`src/rtl/wp_cmd_seq.sv`:
```
module wp_cmd_seq #(
  parameter int ADDR_W     = 17,
  parameter int DATA_W     = 8,
  parameter int MIN_PULSE  = 3,
  parameter int LOAD_WIN   = 37500,
  parameter int PON_CYCLES = 1250000
) (
  input  logic              clk,
  input  logic              rst_n,
  input  logic              factory_init,
  input  logic              supply_ok,
  input  logic              wr_stb,
  input  logic [ADDR_W-1:0] wr_addr,
  input  logic [DATA_W-1:0] wr_data,
  input  logic              prog_done,
  output logic              wp_on,
  output logic              load_en,
  output logic [ADDR_W-1:0] load_addr,
  output logic [DATA_W-1:0] load_data,
  output logic              prog_req
);
  localparam int PW = $clog2(MIN_PULSE + 1);
  localparam int WW = $clog2(LOAD_WIN + 1);
  localparam int NW = $clog2(PON_CYCLES + 1);
  localparam logic [14:0] ADR_HI = 15'h5555;
  localparam logic [14:0] ADR_LO = 15'h2AAA;

  typedef enum logic [2:0] {ST_IDLE, ST_K1, ST_K2, ST_R3, ST_R4, ST_R5} step_t;
  typedef enum logic [1:0] {PD_NONE, PD_ON, PD_OFF} pend_t;

  step_t             step, step_nx;
  pend_t             pend;
  logic              stb_q, busy, win_act, unlock;
  logic [PW-1:0]     hi_cnt;
  logic [WW-1:0]     win_cnt;
  logic [NW-1:0]     pon_cnt;
  logic [ADDR_W-1:0] addr_q;
  logic [DATA_W-1:0] data_q;
  logic              cmd, arm_on, arm_off;

  wire        ev   = stb_q && !wr_stb && (hi_cnt >= PW'(MIN_PULSE)) &&
                     supply_ok && (pon_cnt == '0) && !busy;
  wire [14:0] a15  = addr_q[14:0];
  wire [7:0]  d8   = data_q[7:0];
  wire        k_aa = (a15 == ADR_HI) && (d8 == 8'hAA);
  wire        k_55 = (a15 == ADR_LO) && (d8 == 8'h55);
  wire        k_a0 = (a15 == ADR_HI) && (d8 == 8'hA0);
  wire        k_80 = (a15 == ADR_HI) && (d8 == 8'h80);
  wire        k_20 = (a15 == ADR_HI) && (d8 == 8'h20);

  always_comb begin
    step_nx = ST_IDLE;
    cmd     = 1'b0;
    arm_on  = 1'b0;
    arm_off = 1'b0;
    unique case (step)
      ST_IDLE: if (k_aa) begin step_nx = ST_K1; cmd = 1'b1; end
      ST_K1:   if (k_55) begin step_nx = ST_K2; cmd = 1'b1; end
      ST_K2:   if (k_a0) begin cmd = 1'b1; arm_on = 1'b1; end
               else if (k_80) begin step_nx = ST_R3; cmd = 1'b1; end
      ST_R3:   if (k_aa) begin step_nx = ST_R4; cmd = 1'b1; end
      ST_R4:   if (k_55) begin step_nx = ST_R5; cmd = 1'b1; end
      ST_R5:   if (k_20) begin cmd = 1'b1; arm_off = 1'b1; end
      default: ;
    endcase
  end

  always_ff @(posedge clk) begin
    if (!rst_n) begin
      pon_cnt <= NW'(PON_CYCLES);
      stb_q   <= 1'b0;
      hi_cnt  <= '0;
    end else begin
      if (!supply_ok)           pon_cnt <= NW'(PON_CYCLES);
      else if (pon_cnt != '0)   pon_cnt <= pon_cnt - 1'b1;
      stb_q <= wr_stb;
      if (!wr_stb)                       hi_cnt <= '0;
      else if (hi_cnt != PW'(MIN_PULSE)) hi_cnt <= hi_cnt + 1'b1;
    end
  end

  always_ff @(posedge clk) begin
    if (wr_stb) begin
      addr_q <= wr_addr;
      data_q <= wr_data;
    end
  end

  always_ff @(posedge clk) begin
    if (!rst_n) begin
      step     <= ST_IDLE;
      pend     <= PD_NONE;
      busy     <= 1'b0;
      win_act  <= 1'b0;
      win_cnt  <= '0;
      unlock   <= 1'b0;
      load_en  <= 1'b0;
      prog_req <= 1'b0;
    end else begin
      load_en  <= 1'b0;
      prog_req <= 1'b0;
      if (ev) begin
        step    <= step_nx;
        win_act <= 1'b1;
        win_cnt <= WW'(LOAD_WIN);
        if (arm_on)  begin unlock <= 1'b1; pend <= PD_ON;  end
        if (arm_off) begin unlock <= 1'b1; pend <= PD_OFF; end
        if (!cmd && (!wp_on || unlock)) load_en <= 1'b1;
      end else if (win_act) begin
        if (win_cnt == '0) begin
          prog_req <= 1'b1;
          win_act  <= 1'b0;
          busy     <= 1'b1;
          step     <= ST_IDLE;
          unlock   <= 1'b0;
        end else begin
          win_cnt <= win_cnt - 1'b1;
        end
      end
      if (busy && prog_done) begin
        busy <= 1'b0;
        pend <= PD_NONE;
      end
    end
  end

  always_ff @(posedge clk) begin
    if (ev) begin
      load_addr <= addr_q;
      load_data <= data_q;
    end
  end

  always_ff @(posedge clk) begin
    if (factory_init)
      wp_on <= 1'b0;
    else if (rst_n && busy && prog_done) begin
      if (pend == PD_ON)       wp_on <= 1'b1;
      else if (pend == PD_OFF) wp_on <= 1'b0;
    end
  end
endmodule

```
`config.mk`:
```
export PLATFORM = sky130hd
export DESIGN_NAME = wp_cmd_seq
export DESIGN_NICKNAME = d
export VERILOG_FILES = /design/src/rtl/wp_cmd_seq.sv
export SDC_FILE = /design/constraint.sdc
export NUM_CORES = 1
export LEC_CHECK = 0
export BUFFER_PORTS_ARGS = -buffer_cell sky130_fd_sc_hd__buf_4
export CORE_UTILIZATION = 35
export DETAILED_ROUTE_END_ITERATION = 10
export GPL_TIMING_DRIVEN = 0
export RECOVER_POWER = 50
export SLEW_MARGIN = 20
export SYNTH_ARGS = -nofsm -noshare
export SYNTH_HDL_FRONTEND = slang
export SYNTH_SLANG_ARGS = --single-unit
```
`constraint.sdc`:
```
create_clock -name clk -period 4.6 [get_ports clk]
set_input_delay 0.69 -clock clk [delete_from_list [all_inputs] [get_ports clk]]
set_output_delay 0.69 -clock clk [all_outputs]
set_load 0.01 [all_outputs]
```
# Word-level counts from Yosys, hierarchy flattened
# Cells that the tools add are included.
# word_totals
reg_bits	101
word_cells	120
# classes
addsub	3
bitwise_logic	4
n_mux	36
eq_ne	17
n_lt_le_gt_ge	1
reduce_logical	42
# ops
cell	count
two-way mux 16 bit	3
== test 8 bit, second input constant	3
logical NOT 21 bit	1
two-way mux 1 bit	21
nonzero test 21 bit	1
subtractor 21 x 1 -> 21 bit, second input constant	1
logical NOT 16 bit	1
AND reduction 2 bit	8
subtractor 16 x 1 -> 16 bit, second input constant	1
== test 15 x 14 -> 1 bit, second input constant	1
== test 15 bit, second input constant	1
two-way mux 3 bit	5
one-hot mux 3 bit (5 select lines)	1
logical AND 1 bit	14
two-way mux 2 bit	5
== test 8 x 6 -> 1 bit, second input constant	1
== test 8 x 7 -> 1 bit, second input constant	1
nonzero test 2 bit	4
OR reduction 2 bit	4
== test 3 x 2 -> 1 bit, second input constant	2
== test 3 bit, second input constant	2
AND reduction 3 bit	2
logical NOT 1 bit	4
!= test 2 bit, second input constant	2
11 further kinds	14

# Longest topological paths before layout
# Gate-level depths: netlist of the first run.
# depth
word_depth	8
depth_mapped	9
ltp_nobuf	7

# Least setup slack after synthesis of the first run
# Ideal clock, no wire load.
# synth_timing
kind	input -> register
startpoint	input supply_ok
endpoint	register load_en
path_slack_ps	154
arrival_time_ps	4347
cell_stages	5
required_ps	4500
setup_ps	100
path_cell_list	nand2_1 > or4b_4 > nor4_1 > nand4b_1 > nor4b_1
# synth_between
elab_chain_len	4
# synth_lines
item	line_no	source
start, declared	11	input logic supply_ok,
logical AND 1 bit	41	wire ev = stb_q && !wr_stb && (hi_cnt >= PW'(MIN_PULSE)) &&
logical AND 1 bit (2 in a row)	42	supply_ok && (pon_cnt == '0) && !busy;
named net ev	41	
AND reduction 2 bit (no line)	n/a	
end signal, assigned	97	load_en <= 1'b0;
end signal, assigned	100	load_en <= 1'b0;
end signal, assigned	108	if (!cmd && (!wp_on || unlock)) load_en <= 1'b1;
end, declared	17	output logic load_en,
# The timed path passes the listed nets, and every way through them passes these cells.
# A chain may end at the register's enable or synchronous reset.

# Worst setup path in the final report of the first run
# layout_timing
startpoint	input wr_stb
endpoint	register load_data[2] (enable)
# layout_between
elab_chain_len	6
# layout_lines
item	line_no	source
start, declared	12	input logic wr_stb,
logical NOT 1 bit	n/a	
logical AND 1 bit (3 in a row)	41	
logical AND 1 bit (2 in a row)	42	
named net ev	41	
end signal, assigned	130	load_data <= data_q;
end, declared	19	output logic [DATA_W-1:0] load_data,
# The timed path passes the listed nets, and every way through them passes these cells.

==> results.json, run 1 <==
{
  "final_cells": 586,
  "critPathBufInv": 3,
  "vias_per_cell": 5.160,
  "grt_pass1_wl_microns": 13960,
  "yosys.area_share.simple": 0.2192,
  "dp.cells": 570,
  "irDropWorstVdd_v": 0.0001904,
  "syn2layout_area_growth_pct": 21.35,
  "rsz0062_at_grt": "false",
  "postRouteAntennaNets": 0,
  "worst_pin_slew_ns": 1.614,
  "worstSetupStartpointType": "input pin",
  "muxShareOfSynthArea": 0.004792,
  "violations": "design-rule violations, max-capacitance violations, max-slew violations",
  "cap_violations": 1,
  "grt_max_degree": 28,
  "cts_tree": "done",
  "hold_buffers": 0,
  "die_h_microns": 111.3,
  "fin_crit_sh": 0.7096,
  "portBuffers": 58,
  "critical_path_class": "in -> reg",
  "p_sw_w": 0.0003924,
  "cp.required_ns": 4.64,
  "wl_per_cell_microns": 14.38,
  "cts_setup_buffers": 0,
  "initial_core_util": 0.3628,
  "drc": 16,
  "via_count": 3024,
  "place_congestion": 0.8037,
  "crit_family": "simple AND/OR/NAND/NOR gates",
  "finish.utilization": 0.4402,
  "place_hpwl_microns": 6004,
  "synth-adder-area-share": 0.01497,
  "dieArea_sq_um": 12380,
  "nNetsFinal": 474,
  "max_freq_mhz": 306.4,
  "die_width_microns": 111.3,
  "cts-root-buf": "clkbuf_16",
  "fin_crit_ns": 3.264,
  "hold_path_class": "reg -> reg",
  "routed_wl_microns": 8429,
  "coreArea_sq_um": 11520,
  "firstDrtPassIters": 7,
  "cp_slowest_stage_delay_ns": 0.78,
  "path_clk_slew_ns": 0.07,
  "synth-main-ff-cell": "dfxtp_1",
  "drive_gt1_frac": 0.1896,
  "worstPathCellList": "clkbuf_1, or4b_4, nor4_2, buf_2, buf_2",
  "setup_viol": 0,
  "synth_edf_count": 50,
  "num_antenna_cells": 0,
  "p_per_area_nw_per_um2": 351.8,
  "p_seq_frac": 0.554,
  "synth-async-reset-ratio": 0,
  "clk_latency_ns": 0.34,
  "p_clk_frac": 0.408,
  "synth_compound_area_frac": 0.09254,
  "syn_area_sq_um": 4178,
  "cp.arrival_ns": 3.31,
  "timing_hold_violations_final": 0,
  "netlist_instances": 365,
  "cts_max_level": 3,
  "antenna_found_initial": 0,
  "outcome": "finished, violations left",
  "synth.yosys.seq_area_share": 0.6038,
  "end_kind": "flop",
  "cp_slowest_cell": "or4b_4",
  "clock_sinks": 101,
  "relSlewSlack": -0.07585,
  "worst-path-max-fanout": 27,
  "ys_ff_latch": 101,
  "synth.distinct_cells": 54,
  "syn_nets": 401,
  "p_leak_nw": 1.753,
  "comb_power_share": 0.038,
  "ios": 59,
  "fin_skew_ns": 0.006957,
  "numCtsBuffers": 9,
  "worst_path_most_repeated_cell": "buf_2",
  "grt_pass1_vias": 2910,
  "yosysWarnings": 0,
  "synth_top_family_by_area": "simple AND/OR/NAND/NOR gates",
  "final_design_area_no_fill_sq_um": 5070,
  "swShare": 0.2200,
  "slew_viol_final": 28,
  "row_count": 39,
  "overflow": 0,
  "drt_iter0_drc": 251,
  "power.internal_w": 0.001391,
  "dpl_cell_area_sq_um": 4821,
  "syn_area_per_cell_sq_um": 11.45,
  "grt_usage": 0.1419,
  "cts_buffer_depth": 2,
  "yosys.area_share.xor_xnor": 0.04403,
  "post_cts_resized": 0
}
-- sequential cells by signal, indices dropped and copies added (netlist names), 2 cells and up --
register / count
pon_cnt: 21
load_addr: 17
pend: 2
addr_q: 17
win_cnt: 16
d8: 8
hi_cnt: 2
step: 3
load_data: 8
-- layout by cell type (no fill, tap or decap), types with 8 or more instances in the layout --
cell type	n
a21oi_1	20
buf_4	23
clkbuf_1	19
clkbuf_16	9
clkbuf_4	25
dfxtp_1	51
edfxtp_1	50
inv_1	10
nand2_1	16
nand3_1	14
nand4_1	8
nor2_1	38
nor3_1	12
nor4_1	8
o21ai_0	10
or3_1	9
xor2_1	15
-- synth_stat cells, types with 3 or more instances --
master / instances / area share
nor4b_1: 3 / 0.0063
and4b_1: 3 / 0.0072
nand2_1: 16 / 0.014
or3_1: 9 / 0.013
a211oi_1: 5 / 0.0090
xnor2_1: 6 / 0.013
clkbuf_1: 8 / 0.0072
or4_1: 6 / 0.011
nor2_1: 38 / 0.034
nor2b_1: 3 / 0.0045
o21ai_1: 3 / 0.0036
nand3_1: 14 / 0.017
nor4bb_1: 3 / 0.0072
inv_1: 10 / 0.0090
nor4_1: 9 / 0.013
nand4_1: 8 / 0.012
a31oi_1: 3 / 0.0045
xor2_1: 15 / 0.031
a21oi_1: 20 / 0.024
edfxtp_1: 50 / 0.36
nand4b_1: 4 / 0.0084
and2_1: 3 / 0.0045
o21ai_0: 10 / 0.012
ha_1: 5 / 0.015
nor3_1: 12 / 0.014
dfxtp_1: 51 / 0.24
nand2b_1: 5 / 0.0075
o211ai_1: 4 / 0.0072
buf_2: 3 / 0.0036
o31ai_1: 6 / 0.011
-- final cells by class --
cell class	instances	area, sq um
fill	1068	6446
sequential	101	2522
multi-input combinational	242	1575
timing repair buffer	62	416.7
clock buffer	10	239.0
tap	143	178.9
clock inverter	6	51.30
buffer	12	48.80
inverter	10	37.54
-- path summary, 6_finish.rpt --
kind	start	to	slack [ns]	cells after the start
setup reg to reg	pon_cnt[0]$_SDFFE_PN0P_	load_data[2]$_DFFE_PP_	2.00	7
setup / recovery	wr_stb	load_data[2]$_DFFE_PP_	1.34	5
hold / removal	addr_q[15]$_DFFE_PP_	load_addr[15]$_DFFE_PP_	0.42	0
hold reg to reg	addr_q[15]$_DFFE_PP_	load_addr[15]$_DFFE_PP_	0.42	0
-- per-stage QoR --
stage	hold slack (ns)	setup WS, ns	power, W	TNS (ns)
global placement	0.4031	-1.483	0.001077	-36.29
global route	0.4266	1.101	0.001844	0
finish	0.4205	1.336	0.001783	0
floorplan	0.4003	0.1537	0.001036	0
CTS	0.4238	1.840	0.001804	0
detailed placement	0.4062	1.465	0.001078	0
-- cell families after synthesis --
group,Yosys count
AND/OR/NAND/NOR,153
flip-flops,101
AO/OA/AOI/OAI,61
buffers and inverters,22
XOR/XNOR,21
adder cells (fa/ha/maj),5
multiplexers,2
-- per-layer routing --
metal / up-vias / part of all wire / GRT usage
li1: 1513 / - / -
met1: 1434 / 0.47 / 0.1867
met2: 66 / 0.46 / 0.2229
met3: 11 / 0.050 / 0.02570
met4: 0 / 0.020 / 0.07387
met5: - / 0 / 0
-- power groups by stage --
stage	sequential, W	combinational, W	clock, W
2_1_floorplan	0.00100	0.0000336	0
3_3_place_gp	0.00101	0.0000694	0
3_5_place_dp	0.00101	0.0000696	0
4_1_cts	0.000988	0.0000701	0.000746
5_1_grt	0.000992	0.0000753	0.000777
6_report	0.000988	0.0000673	0.000728
No activity file was read; power rests on OpenSTA's default activity.
==> run 2: changes to the inputs <==
--- a/config.mk
+++ b/config.mk
@@ -5,6 +5,7 @@
 export SDC_FILE = /design/constraint.sdc
 export NUM_CORES = 1
 export LEC_CHECK = 0
+export ABC_AREA = 1
 export BUFFER_PORTS_ARGS = -buffer_cell sky130_fd_sc_hd__buf_4
 export CORE_UTILIZATION = 35
 export DETAILED_ROUTE_END_ITERATION = 10
==> constraint.sdc (replaced) <==
create_clock -name clk -period 2.82 [get_ports clk]
set_input_delay 0.423 -clock clk [delete_from_list [all_inputs] [get_ports clk]]
set_output_delay 0.423 -clock clk [all_outputs]
set_load 0.01 [all_outputs]
==> results.json, run 2 <==
{
  "netlist_instances": 515,
  "vias_per_cell": 4.598,
  "wl_per_cell_microns": 11.45,
  "crit_family": "simple AND/OR/NAND/NOR gates",
  "synth_top_area_frac": 0.3331,
  "num_antenna_cells": 0,
  "synth.distinct_cells": 39,
  "outcome": "completed",
  "clk_latency_ns": 0.35,
  "fin_crit_ns": 2.200,
  "die_width_microns": 115.5,
  "hold_buffers": 0,
  "synth_commonest_cells": "nand2_1 (121), nor2_1 (89), inv_1 (58)",
  "synth-main-ff-cell": "dfxtp_1",
  "fin_skew_ns": 0.01076,
  "final_common_cell": "nand2_1",
  "portBuffers": 58,
  "end_kind": "flop",
  "synth_edf_count": 50,
  "fin_crit_sh": 0.7803,
  "worstSetupStartpointType": "flop",
  "cts-root-buf": "clkbuf_16",
  "top_register": "pon_cnt",
  "yosysMostFrequentCell": "nand2_1",
  "cp_slowest_stage_delay_ns": 0.61,
  "die_h_microns": 115.5,
  "p_per_area_nw_per_um2": 535.6,
  "worstPathCellList": "ha_1, nand2_1, nor2_1, inv_1, nor2_4, nand3_1, nand2_1, a21oi_1",
  "routed_wl_microns": 8716,
  "dieArea_sq_um": 13340,
  "row_count": 41,
  "place_congestion": 0.8044,
  "numCtsBuffers": 9,
  "cp.required_ns": 3.06,
  "cp.arrival_ns": 2.44,
  "final_cells": 761,
  "max_freq_mhz": 454.5,
  "drive_gt1_frac": 0.1545,
  "fillerInstances": 1257,
  "rsz0062_at_grt": "false",
  "syn_nets": 551,
  "timing.hold.ws_ns": 0.2456,
  "setup_viol": 0,
  "nNetsFinal": 620,
  "dp.cells": 745,
  "cts_buffer_depth": 2,
  "drt_iter0_drc": 203,
  "cts_tree": "done",
  "via_count": 3499,
  "grt_usage": 0.1411,
  "slew_viol_final": 0,
  "ios": 59,
  "worst_pin_slew_ns": 0.7563,
  "p_leak_nw": 2.246,
  "coreArea_sq_um": 12570,
  "synth-async-reset-ratio": 0,
  "irDropWorstVdd_v": 0.0002441,
  "critPathBufInv": 1,
  "syn_area_sq_um": 4508,
  "worst_path_most_repeated_cell": "nand2_1",
  "grt_pass1_vias": 3184,
  "synth_area_leader_cell": "edfxtp_1",
  "cp_slowest_cell": "nor2_4",
  "yosysWarnings": 0,
  "ys_ff_latch": 101,
  "syn2layout_area_growth_pct": 19.82,
  "grt_max_degree": 29,
  "path_clk_slew_ns": 0.07,
  "worst-path-max-fanout": 28,
  "largest_reg_flops": 21,
  "timing_hold_violations_final": 0,
  "drc": 0,
  "cap_violations": 0,
  "post_cts_resized": 0,
  "grt_pass1_wl_microns": 14500,
  "reg_top3": "pon_cnt x21, addr_q x17, load_addr x17",
  "critical_path_class": "reg -> reg",
  "synth.yosys.seq_area_share": 0.5595,
  "cts_setup_buffers": 0,
  "hold_path_class": "in -> reg",
  "antenna_found_initial": 0,
  "setup-tns-final_ns": 0,
  "initial_core_util": 0.3587,
  "power_w": 0.002893,
  "cts_max_level": 3,
  "postRouteAntennaNets": 0,
  "overflow": 0,
  "clock_sinks": 101,
  "synth_area_leaders": "edfxtp_1 (33%), dfxtp_1 (23%), nand2_1 (10%)",
  "layout_common_cells": "nand2_1 (121), nor2_1 (89), inv_1 (58)",
  "relSlewSlack": 0.4946,
  "syn_area_per_cell_sq_um": 8.754,
  "firstDrtPassIters": 4,
  "place_hpwl_microns": 6555
}
run 2: cell count changes after synthesis, moves of 7 or more:
cell / change
nor2_4: +7
or3_1: -9
nor2_1: +51
nand2_1: +105
nand3b_1: +7
xor2_1: -10
nand3_1: +20
inv_1: +48
run 2: layout make-up:
class | instances | area [sq um] | area share
Clock inverter | 6 | 51.30 | 0.009497
Multi-Input combinational cell | 347 | 1714 | 0.3173
Sequential cell | 101 | 2522 | 0.4670
Clock buffer | 10 | 229.0 | 0.04239
Inverter | 60 | 225.2 | 0.04170
Timing Repair Buffer | 58 | 397.9 | 0.07366
Buffer | 7 | 46.29 | 0.008571
Tap cell | 172 | 215.2 | 0.03984
run 2: routing by layer:
layer | GRT usage | wire, microns | vias up | part of all wire
met5 | 0 | 0 | - | 0
met4 | 0.04156 | 115 | 0 | 0.013
met3 | 0.04184 | 466 | 7 | 0.053
met2 | 0.2431 | 4135 | 80 | 0.47
met1 | 0.1703 | 3999 | 1605 | 0.46
li1 | - | - | 1807 | -
run 2: stage by stage:
stage	cell area, sq um	util	setup WS, ns
global placement	5159	0.4105	0.3950
global route	5401	0.4298	0.3167
CTS	5439	0.4328	0.5567
detailed placement	5159	0.4105	0.3431
finish	5401	0.4298	0.6197
floorplan	4508	-	0.9540
run 2: final timing paths:
| path | startpoint | end | slack, ns | cells past startpoint |
|---|---|---|---|---|
| hold reg to reg | addr_q[16]$_DFFE_PP_ | load_addr[16]$_DFFE_PP_ | 0.42 | 0 |
| hold / removal | factory_init | wp_on$_SDFFE_PP0P_ | 0.25 | 2 |
| setup / recovery | hi_cnt[1]$_SDFFE_PN0P_ | pend[1]$_SDFFE_PP0P_ | 0.62 | 8 |
| setup reg to reg | hi_cnt[1]$_SDFFE_PN0P_ | pend[1]$_SDFFE_PP0P_ | 0.62 | 8 |
run 2: kinds of logic (layout without fill, tap and decap cells):
logic type / Yosys count / count (layout) / synth area share
and+or+nand+nor: 290 / 290 / 0.2942
xor gates and xnor gates: 9 / 9 / 0.01748
DFF: 101 / 101 / 0.5595
adders and majority gates: 5 / 5 / 0.01388
AOI/OAI and AO/OA: 43 / 43 / 0.05468
buffers and inverters: 67 / 141 / 0.06023
run 2: power breakdown:
group | internal, W | leakage [nW] | switching [W]
logic | 0.0000505 | 1.23 | 0.0000654
clock network | 0.000613 | 0.134 | 0.000557
registers | 0.00158 | 0.882 | 0.0000250
total | 0.00225 | 2.25 | 0.000648
==> run 3: changes to the inputs <==
==> constraint.sdc (replaced) <==
create_clock -name clk -period 2.3 [get_ports clk]
set_input_delay 0.345 -clock clk [delete_from_list [all_inputs] [get_ports clk]]
set_output_delay 0.345 -clock clk [all_outputs]
set_load 0.01 [all_outputs]
==> results.json, run 3 (synthesis gave the netlist of run 2 again) <==
{
  "outcome": "completed",
  "cts_buffer_depth": 2,
  "hold_path_class": "in -> reg",
  "firstDrtPassIters": 4,
  "cap_violations": 0,
  "top_register": "pon_cnt",
  "syn2layout_area_growth_pct": 19.87,
  "grt_max_degree": 29,
  "rsz0062_at_grt": "false",
  "die_width_microns": 115.5,
  "final_cells": 762,
  "drive_gt1_frac": 0.1542,
  "setup_viol": 0,
  "cts_setup_buffers": 0,
  "ff2ff_path_depth": 6,
  "wl_per_cell_microns": 11.68,
  "cp.arrival_ns": 2.02,
  "layout_common_cells": "nand2_1 (121), nor2_1 (89), inv_1 (58)",
  "crit_end": "load_addr[13]$_DFFE_PP_",
  "cts-root-buf": "clkbuf_16",
  "antenna_found_initial": 0,
  "fin_skew_ns": 0.01024,
  "cts_max_level": 3,
  "critical_path_class": "reg -> reg",
  "cts_tree": "done",
  "worstSetupStartpointType": "flop",
  "end_kind": "flop",
  "initial_core_util": 0.3587,
  "num_antenna_cells": 0,
  "final_common_cell": "nand2_1",
  "row_count": 41,
  "grt_pass1_wl_microns": 14500,
  "path_clk_slew_ns": 0.07,
  "nNetsFinal": 621,
  "vias_per_cell": 4.593,
  "postRouteAntennaNets": 0,
  "ios": 59,
  "finish.utilization": 0.4300,
  "grt_usage": 0.1411,
  "coreArea_sq_um": 12570,
  "fin_crit_ns": 2.039,
  "r2r-start": "pon_cnt[0]$_SDFFE_PN0P_",
  "numCtsBuffers": 9,
  "largest_reg_flops": 21,
  "reg_top3": "pon_cnt x21, addr_q x17, load_addr x17",
  "worst-path-max-fanout": 14,
  "dp.cells": 745,
  "grt_pass1_vias": 3184,
  "die_h_microns": 115.5,
  "final_design_area_no_fill_sq_um": 5404,
  "ff2ff_setup_slack_ns": 0.26,
  "place_congestion": 0.8044,
  "routed_wl_microns": 8899,
  "worst_pin_slew_ns": 0.7131,
  "fin_crit_sh": 0.8864,
  "slew_viol_final": 0,
  "drc": 0,
  "overflow": 0,
  "max_freq_mhz": 490.5,
  "irDropWorstVdd_v": 0.0002976,
  "clock_sinks": 101,
  "hold_buffers": 0,
  "post_cts_resized": 0,
  "cp.required_ns": 2.28,
  "cp-startpoint": "pon_cnt[0]$_SDFFE_PN0P_",
  "relSlewSlack": 0.5241,
  "place_hpwl_microns": 6555,
  "via_count": 3500,
  "r2r_end": "load_addr[13]$_DFFE_PP_",
  "clk_latency_ns": 0.35,
  "portBuffers": 58,
  "dpl_cell_area_sq_um": 5159,
  "timing_hold_violations_final": 0,
  "p_per_area_nw_per_um2": 656.2,
  "dieArea_sq_um": 13340,
  "whs_path_depth": 2,
  "p_leak_nw": 2.243,
  "drt_iter0_drc": 218
}
run 3: cell count changes in the layout (fill, tap and decap cells not counted), sizes merged:
cell    previous run  this run
buf               28        27
clkbuf            47        48
nor2              99       100
run 3: critical path: stages (launching register included):
cell,delay [ns]
dfxtp_1,0.33
inv_1,0.09
ha_1,0.20
nand2_2,0.10
nor2_4,0.18
nand3_4,0.16
nor2_2,0.61
run 3: report_power, final:
group / switching (W) / internal, W
Clock: 0.000682 / 0.000752
Combinational: 0.0000807 / 0.0000620
Sequential: 0.0000307 / 0.00194
Total: 0.000793 / 0.00275
run 3: final cells by class:
type	count	area [sq um]
plain buffers	7	46.29
clock buffers	10	229.0
clock inverters	6	51.30
fillers	1259	7164
inverters	60	225.2
multi-input cells	348	1720
flip-flops and latches	101	2522
well taps	172	215.2
repair buffers	58	394.1
run 3: worst min path at each step:
| stage | slack, ns | endpoint | startpoint |
|---|---|---|---|
| 3_3_place_gp | 0.40 | load_addr[15]$_DFFE_PP_ | addr_q[15]$_DFFE_PP_ |
| 2_1_floorplan | 0.40 | load_addr[15]$_DFFE_PP_ | addr_q[15]$_DFFE_PP_ |
| 5_1_grt | 0.16 | wp_on$_SDFFE_PP0P_ | factory_init |
| 6_report | 0.17 | wp_on$_SDFFE_PP0P_ | factory_init |
| 3_5_place_dp | 0.41 | load_addr[16]$_DFFE_PP_ | addr_q[16]$_DFFE_PP_ |
| 4_1_cts | 0.16 | wp_on$_SDFFE_PP0P_ | factory_init |
run 3: metal layers:
metal  part of all wire  track usage  vias to the layer above
met4              0.013      0.04156                        0
met1               0.47       0.1703                     1614
met5                  0            0                        -
li1                   -            -                     1811
met2               0.47       0.2431                       66
met3              0.048      0.04184                        9
run 3: per-stage QoR:
step	total power [W]	setup slack, ns	TNS [ns]	hold WS [ns]
6_report	0.003546	0.2613	0	0.1675
5_1_grt	0.003674	0.03866	0	0.1614
4_1_cts	0.003597	0.03671	0	0.1571
3_5_place_dp	0.002157	-0.09894	-0.2682	0.4083
3_3_place_gp	0.002151	-0.04695	-0.1001	0.4027
2_1_floorplan	0.002079	0.4340	0	0.4003
